==> src/rtl/flag_gen_pkg.sv <==
package flag_gen_pkg;

  typedef enum logic [1:0] {
    LANES_ONE  = 2'd0,
    LANES_TWO  = 2'd1,
    LANES_ALL  = 2'd2,
    LANES_ALLB = 2'd3
  } lane_mode_e;

  // Assemble one status byte from the individual flags.
  function automatic logic [7:0] make_status(
    input logic erase,
    input logic wbit7,
    input logic tgl,
    input logic tout,
    input logic phase,
    input logic win_closed
  );
    logic [7:0] b;
    b    = '0;
    b[7] = erase ? 1'b0 : ~wbit7;
    b[6] = tgl;
    b[5] = tout;
    b[4] = tout & phase;
    b[3] = erase & win_closed;
    return b;
  endfunction

  // Number of byte lanes that carry status for a given mode.
  function automatic int unsigned lanes_used(input logic [1:0] mode, input int unsigned total);
    case (mode)
      LANES_ONE: return 1;
      LANES_TWO: return (total < 2) ? total : 2;
      default:   return total;
    endcase
  endfunction

endpackage

==> src/rtl/flag_state.sv <==
module flag_state (
  input  logic clk,
  input  logic rst_n,
  input  logic active,
  input  logic rd_strobe,
  input  logic eng_timeout,
  input  logic op_erase,
  input  logic abort_cmd,
  output logic tgl_q,
  output logic tout_q,
  output logic phase_q
);

  always_ff @(posedge clk) begin
    if (!rst_n) begin
      tgl_q   <= 1'b0;
      tout_q  <= 1'b0;
      phase_q <= 1'b0;
    end else begin
      if (active && rd_strobe) tgl_q <= ~tgl_q;
      if (abort_cmd) begin
        tout_q <= 1'b0;
      end else if (eng_timeout) begin
        tout_q  <= 1'b1;
        phase_q <= op_erase;
      end
    end
  end

endmodule

==> src/rtl/lane_fanout.sv <==
module lane_fanout #(
  parameter int unsigned LANES  = 4,
  parameter int unsigned LANE_W = 8,
  localparam int unsigned DW    = LANES * LANE_W
) (
  input  logic              active,
  input  logic [1:0]        mode,
  input  logic [LANE_W-1:0] stat_byte,
  input  logic [DW-1:0]     array_rdata,
  output logic [DW-1:0]     rdata
);
  import flag_gen_pkg::*;

  for (genvar k = 0; k < LANES; k++) begin : g_lane
    logic used;
    assign used = (k < lanes_used(mode, LANES));
    assign rdata[k*LANE_W +: LANE_W] =
      !active ? array_rdata[k*LANE_W +: LANE_W] :
      used    ? stat_byte : '0;
  end

endmodule

==> src/rtl/flag_gen_top.sv <==
module flag_gen_top #(
  parameter int unsigned LANES  = 4,
  parameter int unsigned LANE_W = 8,
  localparam int unsigned DW    = LANES * LANE_W
) (
  input  logic          clk,
  input  logic          rst_n,
  input  logic          op_erase,
  input  logic          wr_bit7,
  input  logic          eng_busy,
  input  logic          eng_timeout,
  input  logic          win_open,
  input  logic          rd_strobe,
  input  logic          abort_cmd,
  input  logic [1:0]    lane_mode,
  input  logic [DW-1:0] array_rdata,
  output logic [DW-1:0] rdata,
  output logic          status_on
);
  import flag_gen_pkg::*;

  logic       tgl_q, tout_q, phase_q;
  logic       active;
  logic [7:0] stat8;
  logic [LANE_W-1:0] stat_lane;

  assign active    = eng_busy | win_open | tout_q;
  assign status_on = active;

  flag_state u_state (
    .clk         (clk),
    .rst_n       (rst_n),
    .active      (active),
    .rd_strobe   (rd_strobe),
    .eng_timeout (eng_timeout),
    .op_erase    (op_erase),
    .abort_cmd   (abort_cmd),
    .tgl_q       (tgl_q),
    .tout_q      (tout_q),
    .phase_q     (phase_q)
  );

  assign stat8 = make_status(op_erase, wr_bit7, tgl_q, tout_q, phase_q, ~win_open);

  if (LANE_W > 8) begin : g_wide
    assign stat_lane = {{(LANE_W-8){1'b0}}, stat8};
  end else begin : g_narrow
    assign stat_lane = stat8[LANE_W-1:0];
  end

  lane_fanout #(.LANES(LANES), .LANE_W(LANE_W)) u_fan (
    .active      (active),
    .mode        (lane_mode),
    .stat_byte   (stat_lane),
    .array_rdata (array_rdata),
    .rdata       (rdata)
  );

endmodule

==> config.mk <==
export PLATFORM = sky130hd
export DESIGN_NAME = flag_gen_top
export DESIGN_NICKNAME = d
export VERILOG_FILES = /design/src/rtl/flag_gen_pkg.sv /design/src/rtl/flag_state.sv /design/src/rtl/lane_fanout.sv /design/src/rtl/flag_gen_top.sv
export SDC_FILE = /design/constraint.sdc
export NUM_CORES = 1
export LEC_CHECK = 0
export ABC_AREA = 1
export BUFFER_PORTS_ARGS = -buffer_cell sky130_fd_sc_hd__buf_2
export CORE_UTILIZATION = 29
export DETAILED_ROUTE_END_ITERATION = 10
export GPL_ROUTABILITY_DRIVEN = 0
export GPL_TIMING_DRIVEN = 0
export PLACE_DENSITY = 0.79
export SLEW_MARGIN = 20
export SYNTH_ARGS = -nofsm -noshare
export SYNTH_HDL_FRONTEND = slang
export SYNTH_SLANG_ARGS = --single-unit
==> constraint.sdc <==
create_clock -name clk -period 1.3 [get_ports clk]
set_clock_uncertainty 0.15 [all_clocks]
set_input_delay 0.13 -clock clk [delete_from_list [all_inputs] [get_ports clk]]
set_output_delay 0.13 -clock clk [all_outputs]
set_load 0.1 [all_outputs]
==> summary.log, run 1 <==
qor: clock_tree.htreeDepth 1
qor: die.floorplan.die.width 44.2 um
qor: place.portBuffers 75
qor: synth.synth_top_area_cell nand3_1
qor: clock_tree.clock_sink_count 3
qor: synth.yosys_warnings 0
qor: synth.netlist_top_cells_area nand3_1, o21ai_0, inv_1
qor: synth.synth.distinct_cells 15
qor: synth.syn-instance-count 100
qor: clock_tree.cts_root_buf clkbuf_4
qor: clock_tree.postCtsSetupBuffers 7
qor: status.stop_error [ERROR DPL-0038] Utilization greater than 100%, impossible to legalize
qor: clock_tree.hold_buffer_count_at_cts 2
qor: clock_tree.ctsResizeCount 164
qor: synth.combined_area_of_all_synthesized_cells 515 um2
qor: synth.synth_nets 144
qor: synth.synth.top_cell.area_share 0.214
qor: clock_tree.cts_buffers 3
qor: synth.portion_of_the_post_synthesis_area_used_by_sequential_elements 0.117
qor: die.die_h 44.2 um
qor: synth.ys_ff_latch 3
qor: status.haltStage clock tree synthesis (4_1_cts)
qor: die.initial_utilization 0.327
qor: die.num_io_pins 76
qor: clock_tree.cts-root-to-sink-buffers 2
qor: die.placement_rows 14
qor: status.status stopped before the end
qor: place.hpwlAfterDp 1720 um
qor: synth.syn_area_cell 5.15 um2
## per-stage QoR
| step | TNS [ns] | setup WS (ns) | cells | cell area (um2) | hold slack [ns] |
|---|---|---|---|---|---|
| after floorplan | -6.63 | -0.285 | 100 | 862 | 0.0511 |
| after global placement | -9.42 | -0.461 | 191 | 1260 | 0.151 |
| after detailed placement | -9.84 | -0.477 | 191 | 1260 | 0.157 |
## synthesized netlist by cell type
cell,instances
dfxtp_1,3
buf_4,2
o21ai_0,15
nand2_1,13
inv_2,1
buf_6,1
nor2_4,1
buf_2,2
a21oi_1,2
nand2_4,1
nor2_1,17
nor3_1,1
ha_1,1
inv_1,18
nand3_1,22
## logic make-up after synthesis
logic type | after synthesis | synth area share
AO/OA/AOI/OAI | 17 | 0.165
adder cells (fa/ha/maj) | 1 | 0.0243
flip-flops | 3 | 0.117
AND/OR/NAND/NOR | 55 | 0.485
buffers and inverters | 24 | 0.209
==> inputs of run 2 (changes only) <==
- CORE_AREA: default -> 2 2 63 65
- CORE_UTILIZATION: 29 -> default
- DIE_AREA: default -> 0 0 65 67
- PLACE_DENSITY: 0.79 -> default
- PLACE_DENSITY_LB_ADDON: default -> 0.15
==> run 2 against run 1 <==
The flow now finishes, with violations (negative setup slack). Synthesized cell count did not move. Synthesized area did not move.
==> summary.log, run 2 <==
qor: status.status complete, but fails checks
qor: status.failed_checks negative setup slack
qor: setup_path.crit_end rdata[26]
qor: synth.synth_top_area_cell nand3_1
qor: final_layout.post_layout_nonfiller_instances 237
qor: sta.final_period_minus_worst_setup_slack 1.53 ns
qor: power.total_power 0.00156 W
qor: die.die_area 4360 um2
qor: final_layout.fraction_of_layout_cells_with_a_size_suffix_above_1 0.788
qor: setup_path.crit_path_start u_state.tout_q
qor: global_route.antenna_violations_before_repair 0
qor: synth.syn-instance-count 100
qor: setup_path.arrival 1.25 ns
qor: route.postRouteAntennaNets 0
qor: synth.combined_area_of_all_synthesized_cells 515 um2
qor: synth.synth_enable_flop_cells 0
qor: sta.hold_viol 0
qor: setup_path.flop2flop_setup_slack 0.20 ns
qor: route.drt_iter0_markers 9
qor: clock_tree.cts_buffers 3
qor: route.detail_route.wl_per_cell 12.5 um
qor: die.num_io_pins 76
qor: route.dr_total_vias 1019
qor: setup_path.worstSetupPathDepth 5
qor: final_layout.area_added_between_synthesis_and_finish 307%
qor: final_layout.reg_top3 u_state.phase_q: 1 flops, u_state.tgl_q: 1 flops, u_state.tout_q: 1 flops
qor: die.initial_utilization 0.143
qor: synth.ys_async_rst_share 0
qor: synth.netlist_top_cells_area nand3_1, o21ai_0, inv_1
qor: clock_tree.cts-root-to-sink-buffers 2
qor: route.detail_route.drc_violations 0
qor: synth.ys_top_cells_by_count nand3_1, inv_1, nor2_1, o21ai_0, nand2_1
qor: setup_path.timing.rr.end u_state.tgl_q
qor: synth.portion_of_the_post_synthesis_area_used_by_sequential_elements 0.117
qor: die.die_h 67 um
qor: place.portBuffers 75
qor: global_route.vias_in_the_first_global_route 1134
qor: die.placement_rows 22
qor: clock_tree.clock_sink_count 3
qor: global_route.largest_net_degree_at_the_start_of_global_routing 11
qor: place.hpwlAfterDp 1980 um
qor: setup_path.timing.setup.critical_path_class reg2out
qor: setup_path.path_delay_family buffers and inverters
qor: synth.synthMostInstantiatedCell nand3_1
qor: synth.syn_area_cell 5.15 um2
qor: setup_path.worst-endpoint-required 1.02 ns
qor: final_layout.num-fill-cells 295
qor: synth.synth_nets 144
qor: setup_path.worst_setup_path_start_kind register
qor: power.vdd_drop_max 0.413 mV
qor: global_route.grt_first_pass_wirelength 5060 um
qor: global_route.total_track_usage 0.149
qor: die.floorplan.die.width 65 um
qor: sta.finalSetupViolCount 33
qor: sta.rsz0062_at_grt true
qor: setup_path.cpPeakStageDelay 0.35 ns
qor: flow_run.maxCapViolCount 0
qor: final_layout.commonest_non_fill_non_tap_cell_in_the_layout buf_2
qor: synth.ys_ff_latch 3
qor: clock_tree.worst_setup_hold_path_clk_slew 0.03 ns
qor: final_layout.multiInputGateArea 818 um2
qor: final_layout.regArea 63.8 um2
qor: setup_path.critical_path_peak_fanout 10
qor: synth.synth.distinct_cells 15
qor: place.place_inst 223
qor: synth.yosys_warnings 0
qor: clock_tree.htreeDepth 1
qor: setup_path.worst_r2r_startpoint u_state.tout_q
qor: route.routed_via_density 4.30
qor: power.power.static_leakage 0.900 nW
qor: sta.worst_pin_slew 0.330 ns
qor: final_layout.finalNetCount 234
qor: clock_tree.cts_root_buf clkbuf_8
qor: final_layout.antenna_cells 0
qor: setup_path.cp_common_cell buf_12
qor: sta.max_freq 0.654 GHz
qor: sta.final_max_slew_viol_count 0
qor: sta.worst_slack -0.229 ns
qor: hold_path.hold_class in2reg
qor: setup_path.critical_path.cell_chain inv_8, nand2_8, buf_12, nor2_4, buf_12
qor: sta.finalCritPeriodShare 1.18
qor: setup_path.setup.worst_path.end_class output pin
qor: clock_tree.clock_insertion_delay_worst_skew 0.22 ns
qor: setup_path.worstRegToRegCells 5
qor: clock_tree.clock_tree_from_tritoncts done
qor: power.power-per-cell-area 744 nW/um2
qor: setup_path.timing.critical_path.buf_inv 3
qor: route.drt_first_pass_iters 4
qor: final_layout.finalCoreUtilization 0.582
qor: die.placeableCoreArea 3610 um2
qor: final_layout.layout.cells.most_common_list buf_2, buf_12, o21ai_4, inv_1, nor2_4
qor: sta.maxSlewHeadroom 0.779
qor: synth.synth.top_cell.area_share 0.214
qor: route.routed_wirelength 2970 um
qor: setup_path.cpMaxStageDelayCell dfxtp_4
qor: synth.postSynth.topFlopCell dfxtp_1
qor: global_route.grt_remaining_overflow 0
-- run 2: timing repair --
action	CTS	global route
endpoints found under the setup margin	33	33
pin swaps	4	4
setup buffers	6	0
hold buffers	2	0
hold endpoints to repair	2	0
gates cloned	2	0
gates resized for setup	164	4
-- run 2: tightest hold or removal path: cells and delay by family --
family,cells,cell delay (ns)
buffers and inverters,1,0.09
AND/OR/NAND/NOR,1,0.09
AO/OA/AOI/OAI,1,0.06
-- run 2: cell families after synthesis --
kind of cell,Yosys count,share of synthesized area
buffers and inverters,24,0.209
and+or+nand+nor,55,0.485
DFF,3,0.117
AOI/OAI and AO/OA,17,0.165
adders and majority gates,1,0.0243
-- run 2: power by group --
group	total [W]	leakage (nW)	internal, W	switching, W
logic	0.00118	0.852	0.000428	0.000750
registers	0.000108	0.0254	0.0000975	0.0000102
clock network	0.000277	0.0228	0.000210	0.0000670
-- run 2: final cells by class --
type	instances	area share
Multi-Input combinational cell	74	0.390
Buffer	5	0.0334
Inverter	19	0.0393
Clock buffer	4	0.0215
Sequential cell	3	0.0304
Timing Repair Buffer	84	0.457
Tap cell	48	0.0286
-- run 2: worst min-delay path by stage --
stage / slack [ns] / depth (start not counted) / start / to
floorplan: 0.05 / 1 / abort_cmd / u_state.tout_q
global placement: 0.15 / 2 / abort_cmd / u_state.tout_q
detailed placement: 0.16 / 2 / abort_cmd / u_state.tout_q
CTS: 0.03 / 3 / rd_strobe / u_state.tgl_q
global route: 0.07 / 3 / eng_timeout / u_state.tout_q
finish: 0.03 / 3 / rd_strobe / u_state.tgl_q
-- run 2: through the flow --
stage	setup TNS (ns)	hold slack, ns	worst slack (ns)	cell area, um2
finish	-6.24	0.0302	-0.229	2100
CTS	-6.36	0.0263	-0.232	2090
global placement	-9.86	0.153	-0.474	1300
global route	-7.67	0.0687	-0.281	2100
floorplan	-6.63	0.0511	-0.285	862
detailed placement	-10.25	0.159	-0.499	1300
-- run 2: layer usage --
metal | vias up | part of all wire | global-route usage
li1 | 499 | - | -
met1 | 459 | 0.34 | 0.154
met2 | 57 | 0.57 | 0.296
met3 | 4 | 0.082 | 0.0253
met4 | 0 | 0.012 | 0.0585
met5 | - | 0 | 0
Power figures use the tool's default switching activity.
==> inputs of run 3 (changes only) <==
- clock period: 1.3 -> 1.25 ns (I/O delays scaled with it)
==> run 3 against run 2 <==
The flow still finishes with violations (negative setup slack). Hold slack worse by 0.026 ns. Setup slack worse by 0.052 ns. Critical path depth unchanged.
==> summary.log, run 3 (synthesis gave the netlist of run 2 again) <==
qor: final_layout.post_layout_nonfiller_instances 238
qor: die.placement_rows 22
qor: route.routed_wirelength 3080 um
qor: global_route.grt_remaining_overflow 0
qor: clock_tree.cts_buffers 3
qor: clock_tree.htreeDepth 1
qor: sta.rsz0062_at_grt true
qor: final_layout.commonest_non_fill_non_tap_cell_in_the_layout buf_2
qor: sta.final_period_minus_worst_setup_slack 1.53 ns
qor: power.vdd_drop_max 1.01 mV
qor: route.dr_total_vias 1010
qor: power.pwr-share-clk 0.168
qor: setup_path.worst-endpoint-required 0.98 ns
qor: place.place_inst 223
qor: setup_path.timing.rr.end u_state.tgl_q
qor: final_layout.area_added_between_synthesis_and_finish 308%
qor: power.internal_power 0.000768 W
qor: final_layout.fraction_of_layout_cells_with_a_size_suffix_above_1 0.763
qor: power.power.static_leakage 0.905 nW
qor: setup_path.arrival 1.26 ns
qor: flow_run.maxCapViolCount 0
qor: place.dpl-instance-area 1340 um2
qor: sta.worst_pin_slew 0.361 ns
qor: sta.hold_viol 0
qor: place.hpwlAfterDp 2100 um
qor: clock_tree.clock_insertion_delay_worst_skew 0.21 ns
qor: die.die_h 67 um
qor: setup_path.worst_setup_path_start_kind register
qor: final_layout.reg_top3 u_state.phase_q: 1 flops, u_state.tgl_q: 1 flops, u_state.tout_q: 1 flops
qor: global_route.grt_first_pass_wirelength 4940 um
qor: sta.worst_slack -0.281 ns
qor: die.initial_utilization 0.143
qor: setup_path.flop2flop_setup_slack 0.09 ns
qor: hold_path.worst_hold_launch rst_n
qor: power.seq_power_share 0.069
qor: route.detail_route.drc_violations 0
qor: setup_path.worst_r2r_startpoint u_state.tout_q
qor: sta.max_freq 0.653 GHz
qor: final_layout.finalNetCount 235
qor: clock_tree.cts-root-to-sink-buffers 2
qor: die.floorplan.die.width 65 um
qor: hold_path.hold_class in2reg
qor: power.p_sw_frac 0.525
qor: global_route.total_track_usage 0.145
qor: final_layout.post_route_cell_area 2100 um2
qor: global_route.largest_net_degree_at_the_start_of_global_routing 11
qor: status.failed_checks negative setup slack
qor: power.power-per-cell-area 769 nW/um2
qor: final_layout.antenna_cells 0
qor: power.sw_power 0.000848 W
qor: clock_tree.cts_root_buf clkbuf_8
qor: final_layout.num-fill-cells 291
qor: global_route.antenna_violations_before_repair 0
qor: clock_tree.clock_sink_count 3
qor: route.detail_route.wl_per_cell 12.9 um
qor: route.postRouteAntennaNets 0
qor: sta.maxSlewHeadroom 0.759
qor: die.placeableCoreArea 3610 um2
qor: die.die_area 4360 um2
qor: clock_tree.clock_tree_from_tritoncts done
qor: final_layout.layout.cells.most_common_list buf_2, buf_12, inv_1, nand3_1, o21ai_4
qor: route.drt_first_pass_iters 2
qor: global_route.vias_in_the_first_global_route 1070
qor: place.portBuffers 75
qor: clock_tree.worst_setup_hold_path_clk_slew 0.03 ns
qor: route.drt_iter0_markers 25
qor: sta.finalCritPeriodShare 1.22
qor: setup_path.worstRegToRegCells 5
qor: hold_path.min_delay_path_depth 3
qor: sta.final_max_slew_viol_count 0
qor: power.power.share.combinational 0.763
qor: setup_path.setup.worst_path.end_class output pin
qor: die.num_io_pins 76
qor: sta.finalSetupViolCount 33
qor: route.routed_via_density 4.24
qor: setup_path.critical_path_peak_fanout 8
qor: final_layout.finalCoreUtilization 0.583
qor: hold_path.hold-path-endpoint u_state.tgl_q
qor: setup_path.timing.setup.critical_path_class reg2out
qor: status.status complete, but fails checks
-- run 3: cell count changes in the layout (fill, tap and decap cells not counted), sizes merged --
cell,delta
buf,+2
clkbuf,+1
dlygate4sd3,-1
nand2,-1
-- run 3: layer usage --
layer / part of all wire / vias to the layer above / global-route usage
li1: - / 501 / -
met1: 0.37 / 462 / 0.153
met2: 0.57 / 45 / 0.299
met3: 0.052 / 2 / 0.0287
met4: 0.0062 / 0 / 0.0186
met5: 0 / - / 0
-- run 3: layout make-up --
cell class,count,area [um2],area share
tap,48,60.1,0.0286
inverter,19,82.6,0.0393
timing repair buffer,86,990,0.471
clock buffer,4,45.0,0.0214
buffer,5,61.3,0.0292
multi-input combinational,73,798,0.380
sequential,3,63.8,0.0304
-- run 3: worst max-delay path by stage --
| stage | start | to | slack (ns) | cells after the start |
|---|---|---|---|---|
| floorplan | lane_mode[1] | rdata[19] | -0.32 | 4 |
| global placement | lane_mode[1] | rdata[20] | -0.53 | 6 |
| detailed placement | lane_mode[1] | rdata[20] | -0.54 | 6 |
| CTS | u_state.tout_q | rdata[0] | -0.29 | 5 |
| global route | u_state.tout_q | rdata[11] | -0.33 | 5 |
| finish | u_state.tout_q | rdata[18] | -0.28 | 5 |
-- run 3: critical path, cell delays in order, from the launching register on --
cell and delay (ns):
dfxtp_4 0.35, inv_8 0.09, nand2_8 0.12, clkbuf_16 0.20, nor2_4 0.10, buf_12 0.18
-- run 3: power groups by stage --
stage	sequential, W	combinational, W	clock (W)
after global placement	0.000112	0.000915	0
after CTS	0.000112	0.00121	0.000279
after global routing	0.000112	0.00128	0.000292
final	0.000112	0.00123	0.000271
after detailed placement	0.000112	0.000922	0
after floorplan	0.000111	0.000763	0
-- run 3: stage by stage --
stage	TNS [ns]	worst slack, ns	power, W	hold WS [ns]
after floorplan	-6.51	-0.323	0.000874	0.0461
after global placement	-10.97	-0.532	0.00103	0.151
after detailed placement	-11.34	-0.537	0.00103	0.158
after CTS	-8.10	-0.288	0.00160	0.00136
after global routing	-9.42	-0.327	0.00168	0.0322
final	-8.02	-0.281	0.00162	0.00441
-- run 3: what timing repair did --
item                                    CTS  global route
pin swaps                                12             5
gates resized for setup                 152             5
endpoints found under the setup margin   33            33
buffers inserted                          6             2
gates cloned                              1             1
hold buffers                              1             0
hold endpoints to repair                  1             0
==> inputs of run 4 (changes only) <==
- MAX_ROUTING_LAYER: default -> met4
- SKIP_CTS_REPAIR_TIMING: default -> 1
==> run 4 against run 3 <==
The flow still finishes with violations (negative setup slack). Register-to-register slack about the same. Combinational power barely moved. Die area unchanged. Critical endpoint is now rdata[22].
==> summary.log, run 4 (synthesis gave the netlist of run 2 again) <==
qor: status.status complete, but fails checks
qor: status.failed_checks negative setup slack
qor: final_layout.num-fill-cells 305
qor: setup_path.cpPeakStageDelay 0.36 ns
qor: setup_path.cpMaxStageDelayCell dfxtp_4
qor: power.power.share.combinational 0.759
qor: global_route.antenna_violations_before_repair 0
qor: place.portBuffers 75
qor: route.routed_wirelength 2850 um
qor: global_route.grt_remaining_overflow 0
qor: setup_path.critical_path_peak_fanout 10
qor: route.drt_iter0_markers 26
qor: power.power.static_leakage 0.882 nW
qor: clock_tree.clock_insertion_delay_worst_skew 0.21 ns
qor: place.post-place-ws -0.537 ns
qor: hold_path.hold_class in2reg
qor: setup_path.worst-endpoint-required 0.98 ns
qor: route.drt_first_pass_iters 4
qor: final_layout.layout.cells.most_common_list buf_2, buf_12, nand3_1, inv_1, o21ai_4
qor: final_layout.post_layout_nonfiller_instances 235
qor: final_layout.reg_top3 u_state.phase_q: 1 flops, u_state.tgl_q: 1 flops, u_state.tout_q: 1 flops
qor: sta.maxSlewHeadroom 0.769
qor: route.met3WireLength 159 um
qor: place.place_inst 223
qor: sta.setup-tns-final -8.12 ns
qor: power.vdd_drop_max 0.996 mV
qor: die.die_h 67 um
qor: final_layout.fraction_of_layout_cells_with_a_size_suffix_above_1 0.727
qor: clock_tree.clock_sink_count 3
qor: clock_tree.htreeDepth 1
qor: route.detail_route.drc_violations 0
qor: clock_tree.cts_root_buf clkbuf_8
qor: die.placement_rows 22
qor: final_layout.post_route_cell_area 2010 um2
qor: sta.worst_slack -0.293 ns
qor: setup_path.arrival 1.27 ns
qor: sta.finalCritPeriodShare 1.23
qor: power.sw_power 0.000831 W
qor: power.power-per-cell-area 789 nW/um2
qor: setup_path.worst_setup_path_start_kind register
qor: sta.final_max_slew_viol_count 0
qor: power.internal_power 0.000757 W
qor: route.postRouteAntennaNets 0
qor: clock_tree.cts-root-to-sink-buffers 2
qor: clock_tree.cts_buffers 3
qor: clock_tree.worst_setup_hold_path_clk_slew 0.03 ns
qor: sta.final_period_minus_worst_setup_slack 1.54 ns
qor: sta.finalSetupViolCount 33
qor: power.seq_power_share 0.070
qor: die.initial_utilization 0.143
qor: route.met2WireLength 1670 um
qor: setup_path.cp_common_cell buf_12
qor: sta.worst_pin_slew 0.345 ns
qor: sta.hold_viol 0
qor: place.hpwlAfterDp 2100 um
qor: power.pwr-share-clk 0.171
qor: final_layout.area_added_between_synthesis_and_finish 290%
qor: sta.rsz0062_at_grt true
qor: sta.max_freq 0.648 GHz
qor: global_route.vias_in_the_first_global_route 904
qor: route.detail_route.wl_per_cell 12.1 um
qor: die.floorplan.die.width 65 um
qor: route.routed_via_density 4.22
qor: place.dpl-instance-area 1340 um2
qor: final_layout.commonest_non_fill_non_tap_cell_in_the_layout buf_2
qor: route.top_layer_in_use met3
qor: clock_tree.clock_tree_from_tritoncts done
qor: final_layout.finalNetCount 232
qor: setup_path.setup.worst_path.end_class output pin
qor: setup_path.timing.setup.critical_path_class reg2out
qor: die.placeableCoreArea 3610 um2
qor: setup_path.critical_path.cell_chain inv_8, buf_12, nand3_1, o21ai_4, buf_12
qor: die.num_io_pins 76
qor: flow_run.maxCapViolCount 0
qor: power.total_power 0.00159 W
qor: power.p_sw_frac 0.523
qor: global_route.largest_net_degree_at_the_start_of_global_routing 11
qor: route.dr_total_vias 992
qor: global_route.grt_first_pass_wirelength 3890 um
qor: route.met1Wirelength 1020 um
qor: final_layout.antenna_cells 0
qor: die.die_area 4360 um2
qor: global_route.total_track_usage 0.115
-- run 4: changes by cell type in the layout (fill, tap and decap cells not counted), moves of 2 or more --
cell / change
nand3_4: -3
buf_2: +2
buf_4: -3
nand3_1: +6
nand3_2: -3
buf_6: -4
-- run 4: layout make-up --
| class | count | area, um2 | share of cell area |
|---|---|---|---|
| sequential | 3 | 63.8 | 0.0317 |
| timing repair buffer | 82 | 938 | 0.466 |
| inverter | 19 | 82.6 | 0.0410 |
| multi-input combinational | 74 | 752 | 0.374 |
| clock buffer | 4 | 45.0 | 0.0224 |
| buffer | 5 | 70.1 | 0.0348 |
| tap | 48 | 60.1 | 0.0299 |
-- run 4: metrics by stage --
step | hold slack, ns | utilization
final | 0.00440 | 0.558
after global routing | 0.0322 | 0.558
after detailed placement | 0.158 | 0.372
after CTS | -0.0610 | 0.384
after floorplan | 0.0461 | -
after global placement | 0.151 | 0.372
-- run 4: final timing paths --
kind,from,endpoint,slack [ns],cells after the start
worst min register to register,u_state.phase_q,u_state.phase_q,0.31,2
worst max register to register,u_state.tout_q,u_state.tgl_q,0.08,5
worst max-delay path,u_state.tout_q,rdata[22],-0.29,5
worst min-delay path,rst_n,u_state.tgl_q,0.004,3
-- run 4: worst max-delay path: cells and delay by family, from the launching register on --
family	cells	cell delay (ns)
buf+inv	3	0.46
simple gates	1	0.13
compound gates	1	0.10
flops	1	0.36
-- run 4: power groups by stage --
| stage | sequential, W | clock [W] | combinational [W] |
|---|---|---|---|
| after floorplan | 0.000111 | 0 | 0.000763 |
| after global placement | 0.000112 | 0 | 0.000915 |
| final | 0.000111 | 0.000271 | 0.00121 |
| after detailed placement | 0.000112 | 0 | 0.000922 |
| after CTS | 0.000111 | 0.000279 | 0.000923 |
| after global routing | 0.000112 | 0.000292 | 0.00125 |
-- run 4: metal layers --
layer / GRT usage / up-vias
li1: - / 497
met1: 0.138 / 450
met2: 0.209 / 45
met3: 0.0186 / 0
met4: 0.00798 / 0
met5: - / -
